[config.mk]
export PLATFORM = sky130hd
export DESIGN_NAME = mul_unit
export DESIGN_NICKNAME = d
export VERILOG_FILES = /design/src/rtl/mul_pkg.sv /design/src/rtl/mul_decode.sv /design/src/rtl/mul_iter.sv /design/src/rtl/mul_result.sv /design/src/rtl/mul_unit.sv
export SDC_FILE = /design/constraint.sdc
export NUM_CORES = 2
export LEC_CHECK = 0
export BUFFER_PORTS_ARGS = -buffer_cell sky130_fd_sc_hd__buf_2
export CORE_AREA = 10 10 343 345
export CTS_CLUSTER_DIAMETER = 30
export CTS_CLUSTER_SIZE = 40
export DETAILED_ROUTE_END_ITERATION = 8
export DIE_AREA = 0 0 353 355
export PLACE_DENSITY = 0.66
export SLEW_MARGIN = 25
export SYNTH_ARGS = -nofsm -noshare
export SYNTH_HDL_FRONTEND = slang
export SYNTH_SLANG_ARGS = --single-unit
[constraint.sdc]
create_clock -name clk_i -period 7.2 [get_ports clk_i]
set_input_delay 0.36 -clock clk_i [delete_from_list [all_inputs] [get_ports clk_i]]
set_output_delay 0.36 -clock clk_i [all_outputs]
set_load 0.005 [all_outputs]
[src/rtl/mul_pkg.sv]
package mul_pkg;
  typedef enum logic [2:0] {
    MOP_LO,
    MOP_HI_SS,
    MOP_HI_SU,
    MOP_HI_UU,
    MOP_WORD
  } mop_e;

  typedef enum logic [1:0] {
    ST_IDLE,
    ST_RUN,
    ST_DONE
  } mst_e;

  localparam logic [6:0] F7_MULDIV = 7'b0000001;
endpackage

[src/rtl/mul_decode.sv]
module mul_decode
  import mul_pkg::*;
(
  input  logic [2:0] funct3_i,
  input  logic [6:0] funct7_i,
  input  logic       word_i,
  output mop_e       op_o,
  output logic       legal_o,
  output logic       a_signed_o,
  output logic       b_signed_o
);
  always_comb begin
    op_o       = MOP_LO;
    legal_o    = 1'b0;
    a_signed_o = 1'b0;
    b_signed_o = 1'b0;
    if (funct7_i == F7_MULDIV) begin
      if (word_i) begin
        if (funct3_i == 3'b000) begin
          op_o    = MOP_WORD;
          legal_o = 1'b1;
        end
      end else begin
        case (funct3_i)
          3'b000: begin op_o = MOP_LO; legal_o = 1'b1; end
          3'b001: begin op_o = MOP_HI_SS; legal_o = 1'b1; a_signed_o = 1'b1; b_signed_o = 1'b1; end
          3'b010: begin op_o = MOP_HI_SU; legal_o = 1'b1; a_signed_o = 1'b1; end
          3'b011: begin op_o = MOP_HI_UU; legal_o = 1'b1; end
          default: ;
        endcase
      end
    end
  end
endmodule

[src/rtl/mul_iter.sv]
// Unsigned shift-add multiplier retiring STEP_BITS multiplier bits per cycle.
module mul_iter #(
  parameter int XLEN      = 64,
  parameter int STEP_BITS = 8
) (
  input  logic              clk_i,
  input  logic              rst_ni,
  input  logic              load_i,
  input  logic              step_i,
  input  logic              half_i,
  input  logic [XLEN-1:0]   a_i,
  input  logic [XLEN-1:0]   b_i,
  output logic [2*XLEN-1:0] acc_o,
  output logic              last_o
);
  localparam int PW    = 2 * XLEN;
  localparam int ITERS = XLEN / STEP_BITS;
  localparam int HALF  = ITERS / 2;
  localparam int CW    = (ITERS > 1) ? $clog2(ITERS) : 1;

  logic [PW-1:0]   a_sh, acc_q, sum;
  logic [XLEN-1:0] b_sh;
  logic [CW-1:0]   cnt_q;
  logic [PW-1:0]   row [STEP_BITS];

  for (genvar j = 0; j < STEP_BITS; j++) begin : g_row
    assign row[j] = b_sh[j] ? (a_sh << j) : '0;
  end

  always_comb begin
    sum = acc_q;
    for (int j = 0; j < STEP_BITS; j++) sum = sum + row[j];
  end

  always_ff @(posedge clk_i or negedge rst_ni) begin
    if (!rst_ni) begin
      a_sh  <= '0;
      b_sh  <= '0;
      acc_q <= '0;
      cnt_q <= '0;
    end else if (load_i) begin
      a_sh  <= {{XLEN{1'b0}}, a_i};
      b_sh  <= b_i;
      acc_q <= '0;
      cnt_q <= half_i ? CW'(HALF - 1) : CW'(ITERS - 1);
    end else if (step_i) begin
      a_sh  <= a_sh << STEP_BITS;
      b_sh  <= b_sh >> STEP_BITS;
      acc_q <= sum;
      cnt_q <= cnt_q - 1'b1;
    end
  end

  assign acc_o  = acc_q;
  assign last_o = (cnt_q == '0);

  p_count_down_r8: assert property (@(posedge clk_i) disable iff (!rst_ni)
    (step_i && !load_i && cnt_q != '0) |=> (cnt_q == $past(cnt_q) - 1'b1));
  p_load_excl_r9: assert property (@(posedge clk_i) disable iff (!rst_ni)
    !(load_i && step_i));
endmodule

[src/rtl/mul_result.sv]
module mul_result
  import mul_pkg::*;
#(
  parameter int XLEN = 64
) (
  input  logic [2*XLEN-1:0] acc_i,
  input  logic              neg_i,
  input  mop_e              op_i,
  input  logic              illegal_i,
  output logic [XLEN-1:0]   res_o
);
  localparam int W = XLEN / 2;

  logic [2*XLEN-1:0] prod;

  always_comb begin
    prod = neg_i ? (~acc_i + (2*XLEN)'(1)) : acc_i;
    if (illegal_i) res_o = '0;
    else begin
      case (op_i)
        MOP_LO:   res_o = prod[XLEN-1:0];
        MOP_WORD: res_o = {{W{prod[W-1]}}, prod[W-1:0]};
        default:  res_o = prod[2*XLEN-1:XLEN];
      endcase
    end
  end
endmodule

[src/rtl/mul_unit.sv]
module mul_unit
  import mul_pkg::*;
#(
  parameter int XLEN      = 64,
  parameter int STEP_BITS = 8
) (
  input  logic            clk_i,
  input  logic            rst_ni,
  input  logic            start_i,
  input  logic [2:0]      funct3_i,
  input  logic [6:0]      funct7_i,
  input  logic            word_i,
  input  logic [XLEN-1:0] op_a_i,
  input  logic [XLEN-1:0] op_b_i,
  output logic            busy_o,
  output logic            done_o,
  output logic            illegal_o,
  output logic [XLEN-1:0] result_o
);
  localparam int W = XLEN / 2;

  mst_e state_q;
  mop_e dec_op, op_q;
  logic dec_legal, a_sgn, b_sgn, neg_q, ill_q, accept, load, last;
  logic [XLEN-1:0]   a_ext, b_ext, a_mag, b_mag;
  logic [2*XLEN-1:0] acc;

  mul_decode u_dec (
    .funct3_i  (funct3_i),
    .funct7_i  (funct7_i),
    .word_i    (word_i),
    .op_o      (dec_op),
    .legal_o   (dec_legal),
    .a_signed_o(a_sgn),
    .b_signed_o(b_sgn)
  );

  // word form works on zero-extended low halves; signs only matter for high forms
  assign a_ext  = word_i ? {{W{1'b0}}, op_a_i[W-1:0]} : op_a_i;
  assign b_ext  = word_i ? {{W{1'b0}}, op_b_i[W-1:0]} : op_b_i;
  assign a_mag  = (a_sgn && a_ext[XLEN-1]) ? (~a_ext + XLEN'(1)) : a_ext;
  assign b_mag  = (b_sgn && b_ext[XLEN-1]) ? (~b_ext + XLEN'(1)) : b_ext;
  assign accept = start_i && (state_q == ST_IDLE);
  assign load   = accept && dec_legal;

  mul_iter #(.XLEN(XLEN), .STEP_BITS(STEP_BITS)) u_iter (
    .clk_i (clk_i),
    .rst_ni(rst_ni),
    .load_i(load),
    .step_i(state_q == ST_RUN),
    .half_i(word_i),
    .a_i   (a_mag),
    .b_i   (b_mag),
    .acc_o (acc),
    .last_o(last)
  );

  always_ff @(posedge clk_i or negedge rst_ni) begin
    if (!rst_ni) begin
      state_q <= ST_IDLE;
      op_q    <= MOP_LO;
      neg_q   <= 1'b0;
      ill_q   <= 1'b0;
    end else begin
      case (state_q)
        ST_IDLE: if (accept) begin
          op_q    <= dec_op;
          neg_q   <= (a_sgn & a_ext[XLEN-1]) ^ (b_sgn & b_ext[XLEN-1]);
          ill_q   <= !dec_legal;
          state_q <= dec_legal ? ST_RUN : ST_DONE;
        end
        ST_RUN:  if (last) state_q <= ST_DONE;
        default: state_q <= ST_IDLE;
      endcase
    end
  end

  mul_result #(.XLEN(XLEN)) u_res (
    .acc_i    (acc),
    .neg_i    (neg_q),
    .op_i     (op_q),
    .illegal_i(ill_q),
    .res_o    (result_o)
  );

  assign busy_o    = (state_q != ST_IDLE);
  assign done_o    = (state_q == ST_DONE);
  assign illegal_o = done_o && ill_q;

  p_done_pulse_r8: assert property (@(posedge clk_i) disable iff (!rst_ni)
    done_o |=> !done_o);
  p_busy_hold_r9: assert property (@(posedge clk_i) disable iff (!rst_ni)
    (busy_o && !done_o) |=> busy_o);
  p_accept_r9: assert property (@(posedge clk_i) disable iff (!rst_ni)
    (start_i && !busy_o) |=> busy_o);
  p_illegal_in_done_r10: assert property (@(posedge clk_i) disable iff (!rst_ni)
    illegal_o |-> (done_o && result_o == '0));
  p_word_sext_r7: assert property (@(posedge clk_i) disable iff (!rst_ni)
    (done_o && !illegal_o && op_q == MOP_WORD) |-> (result_o[XLEN-1:W] == {W{result_o[W-1]}}));
endmodule

* Word-level counts from Yosys, hierarchy flattened
Index checks and enable logic that the tools add are counted.
** Operators by class
- Reductions and logical operators :: 16
- Add/sub/neg operators :: 12
- Equal/unequal tests :: 9
- Multiplexer cells :: 42
- Bitwise logic cells :: 6
** Operator list (count)
- $mux 128 :: 13
- $add 128x128->128 :: 8
- $mux 64 :: 7
- $add 128x1->128 const B :: 1
- $add 64x1->64 const B :: 2
- $not 128->128 :: 1
- $not 64->64 :: 2
- $pmux 64 s2 :: 1
- $mux 3 :: 6
- $mux 1 :: 10
- $logic_not 3->1 :: 3
- $eq 7x1->1 const B :: 1
- $eq 3x2->1 const B :: 2
- $mux 2 :: 3
- $pmux 2 s3 :: 1
- $logic_and 1x1->1 :: 5
- $ne 2x2->1 const B :: 2
- $pmux 2 s2 :: 1
- $reduce_and 2->1 :: 2
- $reduce_bool 2->1 :: 2
- $reduce_or 4->1 :: 1
- $eq 3x1->1 const B :: 1
- $eq 3x3->1 const B :: 1
- $sub 3x1->3 const B :: 1
- other kinds (7) :: 8
** Word-level totals
- Register bits after elaboration :: 330
- Output and inout bits :: 67
- Word-level logic and storage cells :: 93
- Bits of input ports :: 142

* Longest topological paths before layout
- Word-level depth :: 11
- Gate-level depth with buffers :: 24
- Mapped depth without buffers :: 21

* Hierarchy
From an unflattened synthesis, not the netlist that was laid out.
** Second synthesis, totals
- Cell total of the unflattened synthesis :: 7073
- Area total of the unflattened synthesis :: 57742.9 um2
** Modules (own cells, without submodules)
- mul_iter :: sequential area each 8082.8 um2, cells each 5664, area each 48676.7 um2, times used 1
- mul_unit :: sequential area each 175.2 um2, cells each 711, area each 4514.3 um2, times used 1
- mul_result :: sequential area each 0.0 um2, cells each 682, area each 4451.8 um2, times used 1
- mul_decode :: sequential area each 0.0 um2, cells each 16, area each 100.1 um2, times used 1

* Worst setup path before layout
Ideal clock, no wire load.
- Path kind :: reg2reg
- Start point :: reg u_iter.b_sh[7]
- End point :: reg u_iter.acc_q[117] (netlist: u_iter.acc_o[117])
- Cell stages (with the launch flop) :: 22
- Setup time :: 138 ps
- Clock period less this slack :: 6514 ps
- Setup slack :: 686 ps
- Arrival :: 6376 ps
- Required time :: 7062 ps
- Buffers on the path :: 3
- Cell sequence :: dfrtp_1 -> clkbuf_1 -> clkbuf_1 -> and2_1 -> fa_1 -> fa_1 -> fa_1 -> inv_1 -> fa_1 -> inv_1 -> ha_1 -> clkbuf_1 -> and3_1 -> o2111ai_1 -> a2111oi_0 -> o311ai_0 -> a22oi_1 -> a221oi_1 -> o41ai_1 -> a21boi_0 -> xor2_1 -> o22ai_1
** On the way
- Longest elaborated chain between the ends :: 4
** RTL lines
- from (decl) :: line mul_iter.sv:22 : logic [XLEN-1:0] b_sh;
- from (signal assigned) :: line mul_iter.sv:43 : b_sh <= b_i;
- from (signal assigned) :: line mul_iter.sv:48 : b_sh <= b_sh >> STEP_BITS;
- $mux 128 :: line mul_iter.sv:27 : assign row[j] = b_sh[j] ? (a_sh << j) : '0;
- $add 128x128->128 :: line mul_iter.sv:32 : for (int j = 0; j < STEP_BITS; j++) sum = sum + row[j];
- $mux 128 :: line mul_iter.sv:46 : end else if (step_i) begin
- $mux 128 :: line mul_iter.sv:41 : end else if (load_i) begin
- to (signal assigned) :: line mul_iter.sv:49 : acc_q <= sum;
- to (decl) :: line mul_iter.sv:21 : logic [PW-1:0] a_sh, acc_q, sum;
No other way between the ends. The select of a mux whose other input is x is not followed.
A chain may end at the register's enable or synchronous reset.

* Final worst setup path
- Start point :: reg u_iter.b_sh[6]
- End point :: reg u_iter.acc_q[126] (netlist: u_iter.acc_o[126])
** On the way
- Longest elaborated chain between the ends :: 5
** RTL lines (line)
- $mux 128 :: mul_iter.sv:27
- $add 128x128->128 (2 in a row) :: mul_iter.sv:32
- $mux 128 :: mul_iter.sv:46
- $mux 128 :: mul_iter.sv:41
No other way between the ends. The select of a mux whose other input is x is not followed.

==> results.cfg <==
[setup_path]
r2r_start = u_iter.b_sh[6]$_DFFE_PN0P_
path_cells = buf_12, and2_1, fa_1, fa_1, fa_1, inv_1, fa_1, inv_1, ha_1, a21oi_1, o21ai_0, a21oi_1, o21ai_0, a2bb2oi_1, a31oi_1, o31ai_2, buf_4, a21oi_1, o31a_1, or4_1, nand3_1
crit_buf_inv = 4
reg2reg_depth = 21
crit-reg2reg-capture = u_iter.acc_o[126]$_DFFE_PN0P_
path_class = flop to flop
cp_top_family = adder cells
arrival_ns = 7.54
crit_path_top_delay_cell = fa_1
reg2reg_setup_slack_ns = 0.31
crit_path_frequent_cell = fa_1
max_stage_delay_ns = 0.55
crit_fanout = 51
end_kind = flop
worstSetupStartpointType = flop
critical_path_required_ns = 7.85

[sta]
finalWorstPathRequiredPeriod_ns = 6.89
hold_viol = 0
setup_tns_ns = 0
worstMarginPinSlew_ns = 1.11
grt_setup_unrepaired = false
max_freq_ghz = 0.145
slew-limit-headroom_pct = 25.9
fin_skew_ns = 0.0564
finalSetupViolations = 0
drv_slew = 0
min_period_over_period_pct = 95.7

[yosys]
synthCells = 6597
netlist.top_cell.by_area = fa_1
synth_compound_area_share_pct = 13.5
synth.most_common_cell = inv_1
syn-num-nets = 7737
synth.area.mux_share_pct = 0.420
post_synth_fa_ha_maj_area_fraction_pct = 34.6
netlist-cell-type-count = 73
seq_area_frac_synth_pct = 15.1
ys_warn_count = 0
synth_area_um2 = 54800
ys_top_cells_by_area = fa_1, dfrtp_1, and2_1, inv_1, nand2_1
synthSimpleGateAreaFrac_pct = 20.3
synth_xor_xnor_area_share_pct = 5.74
synthArstFlopShare_pct = 100
synth_top_family_by_area = adder cells
synth_top_area_share_pct = 31.4
synthTopCellsByCount = inv_1, fa_1, and2_1
synth_area_per_cell_um2 = 8.30
synth_edf_count = 0
ys.flop_type = dfrtp_1
synth-seq-cells = 330

[layout]
fin_area_um2 = 61600
nNetsFinal = 7788
num-fill-cells = 10100
drive_gt1_share_pct = 8.77
fin_util_pct = 55.8
areaGrowthSynthToFinish_pct = 12.5

[placed_design]
portBuffers = 208
hpwlAfterDp_um = 143000
placed_cell_area_um2 = 57300
routabilityCongestion = 0.961

[global_route]
antenna_found_initial = 6
grt_max_degree = 186
grt_pass1_vias = 48600
grt.overflow.total = 0
grt_util_all_layers_pct = 28.8
grt_pass1_wl_um = 287000

[outcome]
outcome = finished, final reports clean

[floorplanning]
core_um2 = 110000
start_util_pct = 49.6
rows = 122
io_pins = 209
die_area_um2 = 125000
fp.dieW_um = 353
die_y_um = 355

[clocking]
cts_made_buffers = 103
clk_latency_ns = 0.72
cts_tree = done
path_clk_slew_ns = 0.05
cts.sinks = 330
root_buffer = clkbuf_16
cts_buffer_depth = 3
htreeDepth = 3

[routing]
dr.pass1.iters = 8
met2_length_um = 79600
wl_um = 180000
wl_met1_um = 79000
dr.first_iter.drc_count = 3755
via_per_inst = 5.69
wl_met3_um = 15400
ant_nets = 0
drc_errors = 0
topRoutingLayerUsed = met5
via_count = 46800
routedWlPerCell_um = 21.9

[min_path]
worstHoldEndpoint = u_iter.b_sh[22]$_DFFE_PN0P_
hp-start = op_b_i[22]
hold_path_class = input port to flop
whs_path_depth = 3

[run]
maxCapViolCount = 0
## sequential cells by signal, indices dropped and copies added (netlist names)
| signal | cells |
|---|---|
| state_q | 2 |
| u_iter.a_sh | 128 |
| u_iter.b_sh | 64 |
| u_iter.acc_o | 128 |
| u_iter.cnt_q | 3 |
| neg_q | 1 |
| op_q | 3 |
| ill_q | 1 |
## worst min-delay path: cells and delay by family
| kind | cells | cell delay (ns) |
|---|---|---|
| buf+inv | 1 | 0.11 |
| xor+xnor | 1 | 0.09 |
| compound gates | 1 | 0.14 |
## layout make-up
class / count / area, um^2 / share of cell area, %
antenna: 2 / 5.00 / 0.00812
tap: 1488 / 1860 / 3.02
multi-input combinational: 4763 / 41000 / 66.5
timing repair buffer: 412 / 2960 / 4.81
clock buffer: 141 / 2910 / 4.73
sequential: 330 / 8280 / 13.4
inverter: 1038 / 3900 / 6.32
clock inverter: 47 / 707 / 1.15
## per-layer routing
layer  global-route usage, %  up-vias
met5                       0        -
met4                    9.51        2
met3                    6.64      301
li1                        -    21100
met1                    40.2    23600
met2                    44.0     1745
## placed cells by master, fill, tap and decap left out, types with 33 or more instances in the layout
| cell type | count |
|---|---|
| nand4_1 | 80 |
| nand3_1 | 110 |
| o21ai_0 | 370 |
| o21bai_1 | 33 |
| and2_1 | 726 |
| a22oi_1 | 46 |
| o22ai_1 | 96 |
| buf_2 | 207 |
| nor2_1 | 254 |
| ha_1 | 134 |
| o31ai_1 | 76 |
| nor4_1 | 42 |
| buf_4 | 129 |
| dlygate4sd3_1 | 55 |
| nor3_1 | 62 |
| nand2_1 | 720 |
| xnor2_1 | 255 |
| xor2_1 | 104 |
| fa_1 | 859 |
| inv_1 | 1038 |
| dfrtp_1 | 321 |
| clkbuf_16 | 104 |
| a211oi_1 | 34 |
| a21o_1 | 59 |
| a31oi_1 | 76 |
| a21oi_1 | 249 |
## logic make-up after synthesis
logic type | Yosys count
compound gates | 1198
xor+xnor | 359
flops | 330
mux | 23
fa+ha+maj | 998
buf+inv | 1504
simple gates | 2185
## timing repair
item                                    CTS  global route
setup buffers                             0             2
cloned                                    0             0
hold buffers                             55             0
endpoints found under the setup margin    1            15
pin swaps                                 0             1
gates resized for setup                   1            18
endpoints found under the hold margin   154             0
## worst max path at each step
stage | startpoint | to | slack [ns] | depth (start not counted)
final | u_iter.b_sh[6]$_DFFE_PN0P_ | u_iter.acc_o[126]$_DFFE_PN0P_ | 0.31 | 21
after global routing | u_iter.b_sh[6]$_DFFE_PN0P_ | u_iter.acc_o[91]$_DFFE_PN0P_ | 0.005 | 24
after CTS | u_iter.b_sh[6]$_DFFE_PN0P_ | u_iter.acc_o[117]$_DFFE_PN0P_ | 0.22 | 22
after detailed placement | u_iter.b_sh[7]$_DFFE_PN0P_ | u_iter.acc_o[117]$_DFFE_PN0P_ | 0.03 | 22
after global placement | u_iter.b_sh[6]$_DFFE_PN0P_ | u_iter.acc_o[109]$_DFFE_PN0P_ | 0.20 | 22
after floorplan | u_iter.b_sh[7]$_DFFE_PN0P_ | u_iter.acc_o[117]$_DFFE_PN0P_ | 0.69 | 21
## stage by stage
stage | hold WS (ns) | worst slack, ns | cells
finish | 0.0309 | 0.310 | 8221
global route | 0.0240 | 0.00489 | 8219
CTS | 0.000474 | 0.221 | 8217
detailed placement | 0.459 | 0.0324 | 7974
global placement | 0.459 | 0.202 | 7974
floorplan | 0.0644 | 0.686 | 6597
Power is not shown: default switching activity piles up to over one toggle a cycle in this logic, so the estimate is an artifact.
